$ cat src/rtl/irq_hub_pkg.sv
package irq_hub_pkg;
  typedef enum logic [2:0] {
    RA_STATUS = 3'd0,
    RA_ENABLE = 3'd1,
    RA_CRIT   = 3'd2,
    RA_POL    = 3'd3,
    RA_TRIG   = 3'd4,
    RA_MASKED = 3'd5
  } reg_addr_e;
endpackage

$ cat src/rtl/irq_cond.sv
module irq_cond #(
  parameter int N = 32
) (
  input  logic         clk,
  input  logic         rst_n,
  input  logic [N-1:0] raw_i,
  input  logic [N-1:0] pol_i,
  input  logic [N-1:0] trig_i,
  output logic [N-1:0] evt_o
);
  logic [N-1:0] s1_q, s2_q, prev_q, cond_w;

  always_ff @(posedge clk or negedge rst_n) begin
    if (!rst_n) begin
      s1_q   <= '0;
      s2_q   <= '0;
      prev_q <= '0;
    end else begin
      s1_q   <= raw_i;
      s2_q   <= s1_q;
      prev_q <= cond_w;
    end
  end

  for (genvar b = 0; b < N; b++) begin : g_bit
    assign cond_w[b] = pol_i[b] ? s2_q[b] : ~s2_q[b];
    assign evt_o[b]  = trig_i[b] ? (cond_w[b] & ~prev_q[b]) : cond_w[b];
  end
endmodule

$ cat src/rtl/irq_stat.sv
module irq_stat #(
  parameter int N = 32
) (
  input  logic         clk,
  input  logic         rst_n,
  input  logic [N-1:0] evt_i,
  input  logic [N-1:0] clr_i,
  output logic [N-1:0] status_o
);
  always_ff @(posedge clk or negedge rst_n) begin
    if (!rst_n) status_o <= '0;
    else        status_o <= (status_o & ~clr_i) | evt_i;
  end
endmodule

$ cat src/rtl/irq_prio.sv
module irq_prio #(
  parameter int N        = 32,
  parameter int IDX_W    = 7,
  parameter int CASC_SRC = 30
) (
  input  logic [N-1:0]     masked_i,
  input  logic             casc_valid_i,
  input  logic [IDX_W-1:0] casc_idx_i,
  output logic             valid_o,
  output logic [IDX_W-1:0] idx_o
);
  localparam logic [IDX_W-1:0] IDX_NONE = '1;

  function automatic logic [IDX_W-1:0] first_src(input logic [N-1:0] m);
    logic [IDX_W-1:0] r;
    r = IDX_NONE;
    for (int n = N - 1; n >= 0; n--) begin
      if (m[N-1-n]) r = IDX_W'(n);
    end
    return r;
  endfunction

  logic [IDX_W-1:0] local_w;

  always_comb begin
    local_w = first_src(masked_i);
    valid_o = |masked_i;
    if (valid_o && local_w == IDX_W'(CASC_SRC) && casc_valid_i)
      idx_o = IDX_W'(N) + casc_idx_i;
    else
      idx_o = local_w;
  end
endmodule

$ cat src/rtl/irq_hub.sv
module irq_hub #(
  parameter int NSRC     = 32,
  parameter int CASC_SRC = 30,
  parameter int AW       = 3
) (
  input  logic                         clk,
  input  logic                         rst_n,
  input  logic [NSRC-1:0]              src_i,
  input  logic [AW-1:0]                reg_addr_i,
  input  logic                         reg_we_i,
  input  logic [NSRC-1:0]              reg_wdata_i,
  output logic [NSRC-1:0]              reg_rdata_o,
  input  logic                         casc_valid_i,
  input  logic [$clog2(2*NSRC):0]      casc_idx_i,
  output logic                         irq_ncrit_o,
  output logic                         irq_crit_o,
  output logic                         pend_valid_o,
  output logic [$clog2(2*NSRC):0]      pend_idx_o
);
  import irq_hub_pkg::*;
  localparam int IDX_W = $clog2(2*NSRC) + 1;

  logic [NSRC-1:0] enable_q, crit_q, pol_q, trig_q;
  logic [NSRC-1:0] status_q, masked_w, evt_w, clr_w;
  reg_addr_e       addr_w;

  assign addr_w   = reg_addr_e'(reg_addr_i[2:0]);
  assign clr_w    = (reg_we_i && addr_w == RA_STATUS) ? reg_wdata_i : '0;
  assign masked_w = status_q & enable_q;

  always_ff @(posedge clk or negedge rst_n) begin
    if (!rst_n) begin
      enable_q <= '0;
      crit_q   <= '0;
      pol_q    <= '1;
      trig_q   <= '0;
    end else if (reg_we_i) begin
      case (addr_w)
        RA_ENABLE: enable_q <= reg_wdata_i;
        RA_CRIT:   crit_q   <= reg_wdata_i;
        RA_POL:    pol_q    <= reg_wdata_i;
        RA_TRIG:   trig_q   <= reg_wdata_i;
        default:   ;
      endcase
    end
  end

  always_comb begin
    case (addr_w)
      RA_STATUS: reg_rdata_o = status_q;
      RA_ENABLE: reg_rdata_o = enable_q;
      RA_CRIT:   reg_rdata_o = crit_q;
      RA_POL:    reg_rdata_o = pol_q;
      RA_TRIG:   reg_rdata_o = trig_q;
      RA_MASKED: reg_rdata_o = masked_w;
      default:   reg_rdata_o = '0;
    endcase
  end

  irq_cond #(.N(NSRC)) u_cond (
    .clk(clk), .rst_n(rst_n), .raw_i(src_i), .pol_i(pol_q),
    .trig_i(trig_q), .evt_o(evt_w)
  );

  irq_stat #(.N(NSRC)) u_stat (
    .clk(clk), .rst_n(rst_n), .evt_i(evt_w), .clr_i(clr_w),
    .status_o(status_q)
  );

  irq_prio #(.N(NSRC), .IDX_W(IDX_W), .CASC_SRC(CASC_SRC)) u_prio (
    .masked_i(masked_w), .casc_valid_i(casc_valid_i),
    .casc_idx_i(casc_idx_i), .valid_o(pend_valid_o), .idx_o(pend_idx_o)
  );

  assign irq_crit_o  = |(masked_w & crit_q);
  assign irq_ncrit_o = |(masked_w & ~crit_q);
endmodule

$ cat config.mk
export PLATFORM = sky130hd
export DESIGN_NAME = irq_hub
export DESIGN_NICKNAME = d
export VERILOG_FILES = /design/src/rtl/irq_hub_pkg.sv /design/src/rtl/irq_cond.sv /design/src/rtl/irq_stat.sv /design/src/rtl/irq_prio.sv /design/src/rtl/irq_hub.sv
export SDC_FILE = /design/constraint.sdc
export NUM_CORES = 1
export LEC_CHECK = 0
export ABC_AREA = 1
export BUFFER_PORTS_ARGS = -buffer_cell sky130_fd_sc_hd__buf_2
export CAP_MARGIN = 10
export CORE_MARGIN = 2
export CORE_UTILIZATION = 58
export DETAILED_ROUTE_END_ITERATION = 6
export PLACE_DENSITY = 0.85
export SYNTH_ARGS = -nofsm -noshare
export SYNTH_HDL_FRONTEND = slang
export SYNTH_SLANG_ARGS = --single-unit
$ cat constraint.sdc
create_clock -name clk -period 4 [get_ports clk]
set_clock_uncertainty 0.1 [all_clocks]
set_input_delay 1 -clock clk [delete_from_list [all_inputs] [get_ports clk]]
set_output_delay 1 -clock clk [all_outputs]
set_load 0.03 [all_outputs]
Word level (Yosys, flattened, before mapping)
Cells that the tools add are included.
{ "totals": {"register_bits": 256, "latchBits": 0, "ram_bits": 0, "rom_bits": 0, "in_bits": 78, "elab_cells": 228, "n_memories": 0} }
{ "classes": {"add_sub_neg": 1, "multipliers": 0, "n_div": 0, "order_cmp": 0, "n_eq_ne": 6, "shift": 0, "muxes": 99, "n_bitwise": 103, "n_reduce_logical": 11} }
{ "ops": {"columns": ["op", "count"], "rows": [
  ["7-bit 2-to-1 mux", 33],
  ["32-bit one-hot mux with 6 select lines", 1],
  ["32-bit AND", 4],
  ["32-bit OR reduction", 3],
  ["1-bit 2-to-1 mux", 64],
  ["1-bit NOT", 64],
  ["32-bit NOT", 2],
  ["1-bit AND", 32],
  ["32-bit 2-to-1 mux", 1],
  ["32-bit bitwise OR", 1],
  ["2-bit AND reduction", 4],
  ["6-bit by 7-bit adder with 7-bit output, first input constant", 1],
  ["7-bit by 5-bit equality test with 1-bit output, second input constant", 1],
  ["3-bit by 2-bit equality test with 1-bit output, second input constant", 2],
  ["3-bit equality test, second input constant", 2],
  ["3-bit by 1-bit equality test with 1-bit output, second input constant", 1],
  ["1-bit logical AND", 3],
  ["3-bit zero test", 1]
]} }

Longest topological paths before layout
Gate-level depths: netlist of run 1.
{ "depth": {"depth_word": 37, "ltp_mapped": 35, "ltp_nobuf": 35} }

Modules after synthesis
A second synthesis of run 1 with hierarchy kept.
{ "hier_totals": {"cells_unflattened": 1678, "hier_area_um2": 12451.9} }
{ "modules_own_cells": {"columns": ["mod", "n_inst", "cells_per_inst", "area_each_um2", "seq_area_each_um2"], "rows": [
  ["irq_hub", 1, 998, 6957.9, 3243.1],
  ["irq_cond", 1, 384, 3643.5, 2402.3],
  ["irq_stat", 1, 160, 1281.2, 800.8],
  ["irq_prio", 1, 136, 569.3, 0.0]
]} }

Least setup slack after synthesis of run 1
No wires, ideal clock.
{ "synth_path": {"path_type": "input port to output port", "start": "input reg_addr_i[0]", "end": "output reg_rdata_o[23]", "arrival_ns": 2.466, "required_time_ns": 2.900, "setup_slack_ns": 0.434, "path_stages": 7, "cell_sequence": "inv_1 -> nor2_1 -> inv_1 -> nor2_1 -> inv_1 -> clkbuf_1 -> o2111ai_1"} }
{ "synth_via": {"elab_chain_cells": 2, "word_cells_on_any_way": 7, "classes_between": "eq/ne: 5; mux: 1; reduce/logical: 1"} }
{ "synth_lines": {"columns": ["element", "line_no", "text"], "rows": [
  ["start, declared", "irq_hub.sv:9", "input logic [AW-1:0] reg_addr_i,"],
  ["3-bit equality test, or another cell as far along", "irq_hub.sv:49", "case (addr_w)"],
  ["32-bit one-hot mux with 6 select lines *", "irq_hub.sv:49", null],
  ["end, declared", "irq_hub.sv:12", "output logic [NSRC-1:0] reg_rdata_o,"]
]} }
Every way passes the cells marked *; elsewhere a longest branch is shown, timed or not.

Final worst setup path of run 1
{ "layout_path": {"start": "register u_stat.status_o[2]", "end": "output pend_idx_o[3]"} }
{ "layout_via": {"elab_chain_cells": 35, "word_cells_on_any_way": 36, "classes_between": "eq/ne: 1; mux: 31; bitwise: 1; reduce/logical: 3"} }
{ "layout_lines": {"columns": ["element", "line_no", "text"], "rows": [
  ["start, declared", "irq_stat.sv:8", "output logic [N-1:0] status_o"],
  ["start signal, assigned", "irq_stat.sv:12", "else status_o <= (status_o & ~clr_i) | evt_i;"],
  ["32-bit AND *", "irq_hub.sv:29", "assign masked_w = status_q & enable_q;"],
  ["7-bit 2-to-1 mux (30 in series)", "irq_prio.sv:18", "if (m[N-1-n]) r = IDX_W'(n);"],
  ["7-bit by 5-bit equality test with 1-bit output", "irq_prio.sv:28", "if (valid_o && local_w == IDX_W'(CASC_SRC) && casc_valid_i)"],
  ["1-bit logical AND (2 in series)", "irq_prio.sv:28", null],
  ["7-bit 2-to-1 mux *", "irq_prio.sv:28", null],
  ["end, declared", "irq_hub.sv:18", "output logic [$clog2(2*NSRC):0] pend_idx_o"]
]} }
Marked as above.

==> results of run 1 <==
timing repair:
item                                    CTS  global route
hold buffers                              0             0
setup buffers                             5             5
pin swaps                                 4             5
endpoints found under the setup margin    7             7
gates resized for setup                  14             4
worst paths after layout:
check | from | endpoint | slack (ns) | depth (start not counted)
min reg2reg | u_cond.s1_q[13] | u_cond.s2_q[13] | 0.25 | 0
max reg2reg | enable_q[1] | enable_q[1] | 2.94 | 4
min in group asynchronous | rst_n | u_cond.s2_q[11] | 0.33 | 1
max in group asynchronous | rst_n | pol_q[30] | 2.54 | 2
max | u_stat.status_o[2] | pend_idx_o[3] | -0.11 | 20
min | u_cond.s1_q[13] | u_cond.s2_q[13] | 0.25 | 0
per-layer routing:
| layer | wire length (um) | share of wire, % | global-route usage (%) |
|---|---|---|---|
| met4 | 733 | 2.7 | 9.52 |
| met5 | 0 | 0 | 0 |
| met1 | 11100 | 40 | 37.9 |
| met2 | 13400 | 49 | 46.9 |
| met3 | 2240 | 8.2 | 5.03 |
flip-flops by register name (all words and copies together) (netlist names):
signal and flops:
crit_q 32, u_stat.status_o 32, enable_q 32, u_cond.s1_q 32
u_cond.s2_q 32, trig_q 32, u_cond.prev_q 32, pol_q 32
critical path, delay by kind of cell, from the launching register on:
kind,cells,cell delay [ns]
AOI/OAI and AO/OA,2,0.31
buffers and inverters,2,0.24
and+or+nand+nor,16,1.53
DFF,1,0.40
cell usage after synthesis (6+ instances only):
cell / instances
o21ai_0: 151
dfrtp_1: 224
nand2_2: 18
xnor2_1: 32
clkbuf_1: 43
nand4_1: 29
o21ai_1: 18
nand3_1: 30
nand2_4: 12
dfstp_2: 32
a21oi_1: 6
inv_1: 59
a221oi_1: 11
o211ai_1: 18
a22oi_1: 26
nor2_1: 32
o22ai_1: 17
nand2_1: 371
through the flow:
stage	instance area, um^2	hold slack, ns	std cells	worst slack, ns
after detailed placement	11700	0.235	1479	0.406
after floorplan	10800	0.231	1153	0.434
after global routing	12800	0.252	1539	-0.436
after global placement	11700	0.232	1479	0.405
final	12800	0.246	1539	-0.114
after CTS	12700	0.248	1534	-0.0753
where the power goes:
part	internal (mW)	switching, mW	leakage, nW
Sequential	3.01	0.330	2.95
Clock	1.51	0.994	0.442
Combinational	0.502	0.847	2.57
Total	5.02	2.17	5.96
layout make-up:
cell class                 count  area, um^2
clock buffer                  41         798
clock inverter                 9         110
fill                        1302        5320
inverter                      64         245
multi-input combinational    790        3950
sequential                   256        6450
tap                          229         287
timing repair buffer         150         932
kinds of logic (layout without fill, tap and decap cells):
group | after synthesis | after routing
and+or+nand+nor | 502 | 502
DFF | 256 | 256
AOI/OAI and AO/OA | 255 | 255
buffers and inverters | 107 | 264
xor gates and xnor gates | 33 | 33
==> results.cfg, run 1 <==
[status]
status = finished with violations
violations = negative setup slack

[route]
wl_um = 27500
vias = 8970
drtIter0Drc = 947
drc = 0
wire_per_inst_um = 17.9
vias_per_cell = 5.83
drt_first_pass_iters = 6
ant_nets = 0

[setup_path]
crit_path_end_kind = output pin
max_stage_delay_ns = 0.40
critical_path.slowest_cell = dfrtp_1
crit_type = flop to output pin
startpoint_type = flop
crit_arrival_ns = 3.01
crit_chain = nand2_2 -> buf_4 -> nand2_1 -> a31oi_1 -> nor2_1 -> nor2_1 -> nor2_1 -> nor2_1 -> nor2_1 -> nor2_1 -> nor2_1 -> nor2_1 -> nor2_1 -> o21bai_1 -> nand2_1 -> nor4_2 -> nand2_2 -> nand2_1 -> nand2_1 -> buf_6
cp_common_cell = nor2_1
cp_max_fo = 4
cp_data_required_time_ns = 2.90

[logic_synthesis]
synth_top_area_cell = dfrtp_1
synth-compound-area-share_pct = 13.6
synth_area_per_cell_um2 = 9.36
synth-edff-count = 0
synth_xor_area_share_pct = 2.68
muxShareOfSynthArea_pct = 0
netlist_area_um2 = 10800
synth-main-ff-cell = dfrtp_1
synth_cell_types = 35
postSynthCellCount = 1153
ys_seq_elements = 256
yosys_warnings = 0
synth_top_area_share_pct = 51.9
synthesis.nets = 1231
yosysSeqAreaShare_pct = 59.7
synth.area.top_cells = dfrtp_1 52%, nand2_1 13%, dfstp_2 7.8%
synth_top_family_by_area = simple AND/OR/NAND/NOR gates
async_reset_ff_share_pct = 100
synthSimpleGateAreaFrac_pct = 20.2
synthAdderAreaFrac_pct = 0

[finish]
mostFrequentLayoutCells = 369 x nand2_1, 224 x dfrtp_1, 151 x o21ai_0
areaGrowthSynthToFinish_pct = 18.3
final_common_cell = nand2_1
num_antenna_cells = 0
final_core_util_pct = 70.6
layout-drive-gt1-share_pct = 20.1
final_nets = 1367

[grt]
antenna_found_initial = 0
grt_overflow = 0
grt_pass1_vias = 8973
gr-usage-all-layers_pct = 28.2
grt_pass1_wl_um = 44900
grt_max_degree = 102

[hold_path]
hold_class = flop to flop

[placed_design]
port_buffers = 119
hpwlAfterDp_um = 17700
place.gp.congestion = 0.848

[clock_network]
cts_made_buffers = 27
cts_tree = done
cts_buffer_depth = 3
clock_sinks = 256
clockRootBuffer = clkbuf_16
cts_max_level = 1
clock_latency_ns = 0.53
path_clk_slew_ns = 0.06

[die]
die_h_um = 140
core-area_um2 = 18100
rows = 49
initial_utilization_pct = 59.7
die_x_um = 140
die_area_um2 = 19700
io_pins = 120

[pwr]
power.density_nw_per_um2 = 563
vdd_drop_max_uv = 371
power.leakage_nw = 5.96
design_power_total_mw = 7.19

[timing]
slew_viol_final = 0
hold_viol = 0
tightestPinTransition_ns = 1.19
finalCritPeriodShare_pct = 103
fmax_mhz = 243
report.final.setup_viol = 6
relSlewSlack_pct = 20.3
rsz0062_at_grt = yes
fin_ws_ns = -0.114
fin_tns_setup_ns = -0.544
period_needed_ns = 4.11

[flow_run]
drv_cap = 0
Note: power is estimated with default switching activity, not from simulation.
==> run 2: changes to the inputs <==
--- a/config.mk
+++ b/config.mk
@@ -9,9 +9,9 @@
 export BUFFER_PORTS_ARGS = -buffer_cell sky130_fd_sc_hd__buf_2
 export CAP_MARGIN = 10
 export CORE_MARGIN = 2
-export CORE_UTILIZATION = 58
+export CORE_UTILIZATION = 56
 export DETAILED_ROUTE_END_ITERATION = 6
-export PLACE_DENSITY = 0.85
+export PLACE_DENSITY = 0.83
 export SYNTH_ARGS = -nofsm -noshare
 export SYNTH_HDL_FRONTEND = slang
 export SYNTH_SLANG_ARGS = --single-unit
==> constraint.sdc (replaced) <==
create_clock -name clk -period 4 [get_ports clk]
set_clock_uncertainty 0.1 [all_clocks]
set_input_delay 0.2 -clock clk [delete_from_list [all_inputs] [get_ports clk]]
set_output_delay 0.2 -clock clk [all_outputs]
set_load 0.03 [all_outputs]
==> results.cfg, run 2 (synthesis results as in run 1) <==
[status]
status = finished, final reports clean

[grt]
antenna_found_initial = 1
gr-usage-all-layers_pct = 28.1
grt_pass1_vias = 9009
grt_overflow = 0
grt_max_degree = 139
grt_pass1_wl_um = 45600

[finish]
instances_no_fill = 1618
mostFrequentLayoutCells = 369 x nand2_1, 224 x dfrtp_1, 151 x o21ai_0
areaGrowthSynthToFinish_pct = 23.6
layout-drive-gt1-share_pct = 18.1
final_nets = 1415
final_common_cell = nand2_1

[hold_path]
hold_depth = 2
worstHoldStart = src_i[16]
hold_end = u_cond.s1_q[16]
hold_class = input pin to flop

[route]
vias_per_cell = 5.67
ant_nets = 0
drtIter0Drc = 895
wl_um = 28000
drc = 0
drt_first_pass_iters = 5
wire_per_inst_um = 17.3
vias = 9167

[placed_design]
port_buffers = 119
hpwlAfterDp_um = 17200
place.gp.congestion = 0.885
placedCellCount = 1502

[timing]
finalCritPeriodShare_pct = 85.0
fin_tns_setup_ns = 0
hold_viol = 0
hold_slack_ns = 0.201
fmax_mhz = 294
slew_viol_final = 0
report.final.setup_viol = 0
rsz0062_at_grt = no
period_needed_ns = 3.40
relSlewSlack_pct = 22.7
tightestPinTransition_ns = 1.16

[clock_network]
cts_tree = done
clockRootBuffer = clkbuf_16
cts_buffer_depth = 3
clock_latency_ns = 0.53
cts_max_level = 1
path_clk_slew_ns = 0.06
clock_sinks = 256
cts_made_buffers = 27
post_cts_buffers = 0

[die]
core-area_um2 = 18800
die_x_um = 143
io_pins = 120
initial_utilization_pct = 57.3
rows = 50
die_h_um = 143
die_area_um2 = 20400

[setup_path]
max_stage_delay_ns = 0.40
startpoint = u_stat.status_o[1]
crit_path_end_kind = output pin
r2r_cells = 3
rr_startpoint = pol_q[12]
r2r_slack_ns = 2.94
critPathTopFamily = simple AND/OR/NAND/NOR gates
startpoint_type = flop
crit_type = flop to output pin
cp_data_required_time_ns = 3.70
cp_common_cell = nand2_1
crit_buf_inv = 2
crit_arrival_ns = 3.10
critical_path.slowest_cell = dfrtp_1
reg2reg_to = u_stat.status_o[12]
cp_max_fo = 8

[pwr]
power.leakage_nw = 6.18
power.density_nw_per_um2 = 556
design_power_total_mw = 7.42
vdd_drop_max_uv = 390

[flow_run]
drv_cap = 0
==> run 2: through the flow <==
stage               util, %  worst slack (ns)  area (um^2)
floorplan                 -              1.53        10800
global route           70.9             0.219        13300
global placement       62.1              1.26        11700
CTS                    70.7             0.631        13300
detailed placement     62.1              1.21        11700
finish                 70.9             0.600        13300
==> run 2: worst max path at each step <==
stage | to | slack (ns) | depth (start not counted)
after CTS | pend_idx_o[4] | 0.63 | 36
after global placement | pend_idx_o[3] | 1.26 | 36
after detailed placement | pend_idx_o[4] | 1.21 | 36
final | pend_idx_o[4] | 0.60 | 36
after floorplan | pend_idx_o[3] | 1.53 | 35
after global routing | pend_idx_o[2] | 0.22 | 36
==> run 2: area by class of cell <==
class	count	area [um^2]
timing repair buffer	198	1400
multi-input combinational	790	3950
clock buffer	34	722
inverter	64	241
fill	1324	5490
clock inverter	15	259
tap	260	325
antenna	1	2.50
sequential	256	6450
==> run 2: what timing repair did <==
| item | CTS | global route |
|---|---|---|
| hold buffers | 65 | 0 |
| gates resized for setup | 0 | 0 |
| endpoints found under the setup margin | 0 | 0 |
| hold endpoints to repair | 301 | 0 |
==> run 2: where the power goes <==
group	leakage [nW]	switching (mW)	total (mW)	internal, mW
combinational	2.76	0.833	1.33	0.502
clock	0.476	1.01	2.74	1.73
sequential	2.95	0.338	3.35	3.01
total	6.18	2.18	7.42	5.24
==> run 2: routing by layer <==
metal  GRT usage (%)  vias up  routed length (um)
met3            5.26       64                2080
met1            37.3     4438               11600
met4            8.75        0                 815
met2            47.3      435               13500
met5               0        -                   0
li1                -     4230                   -
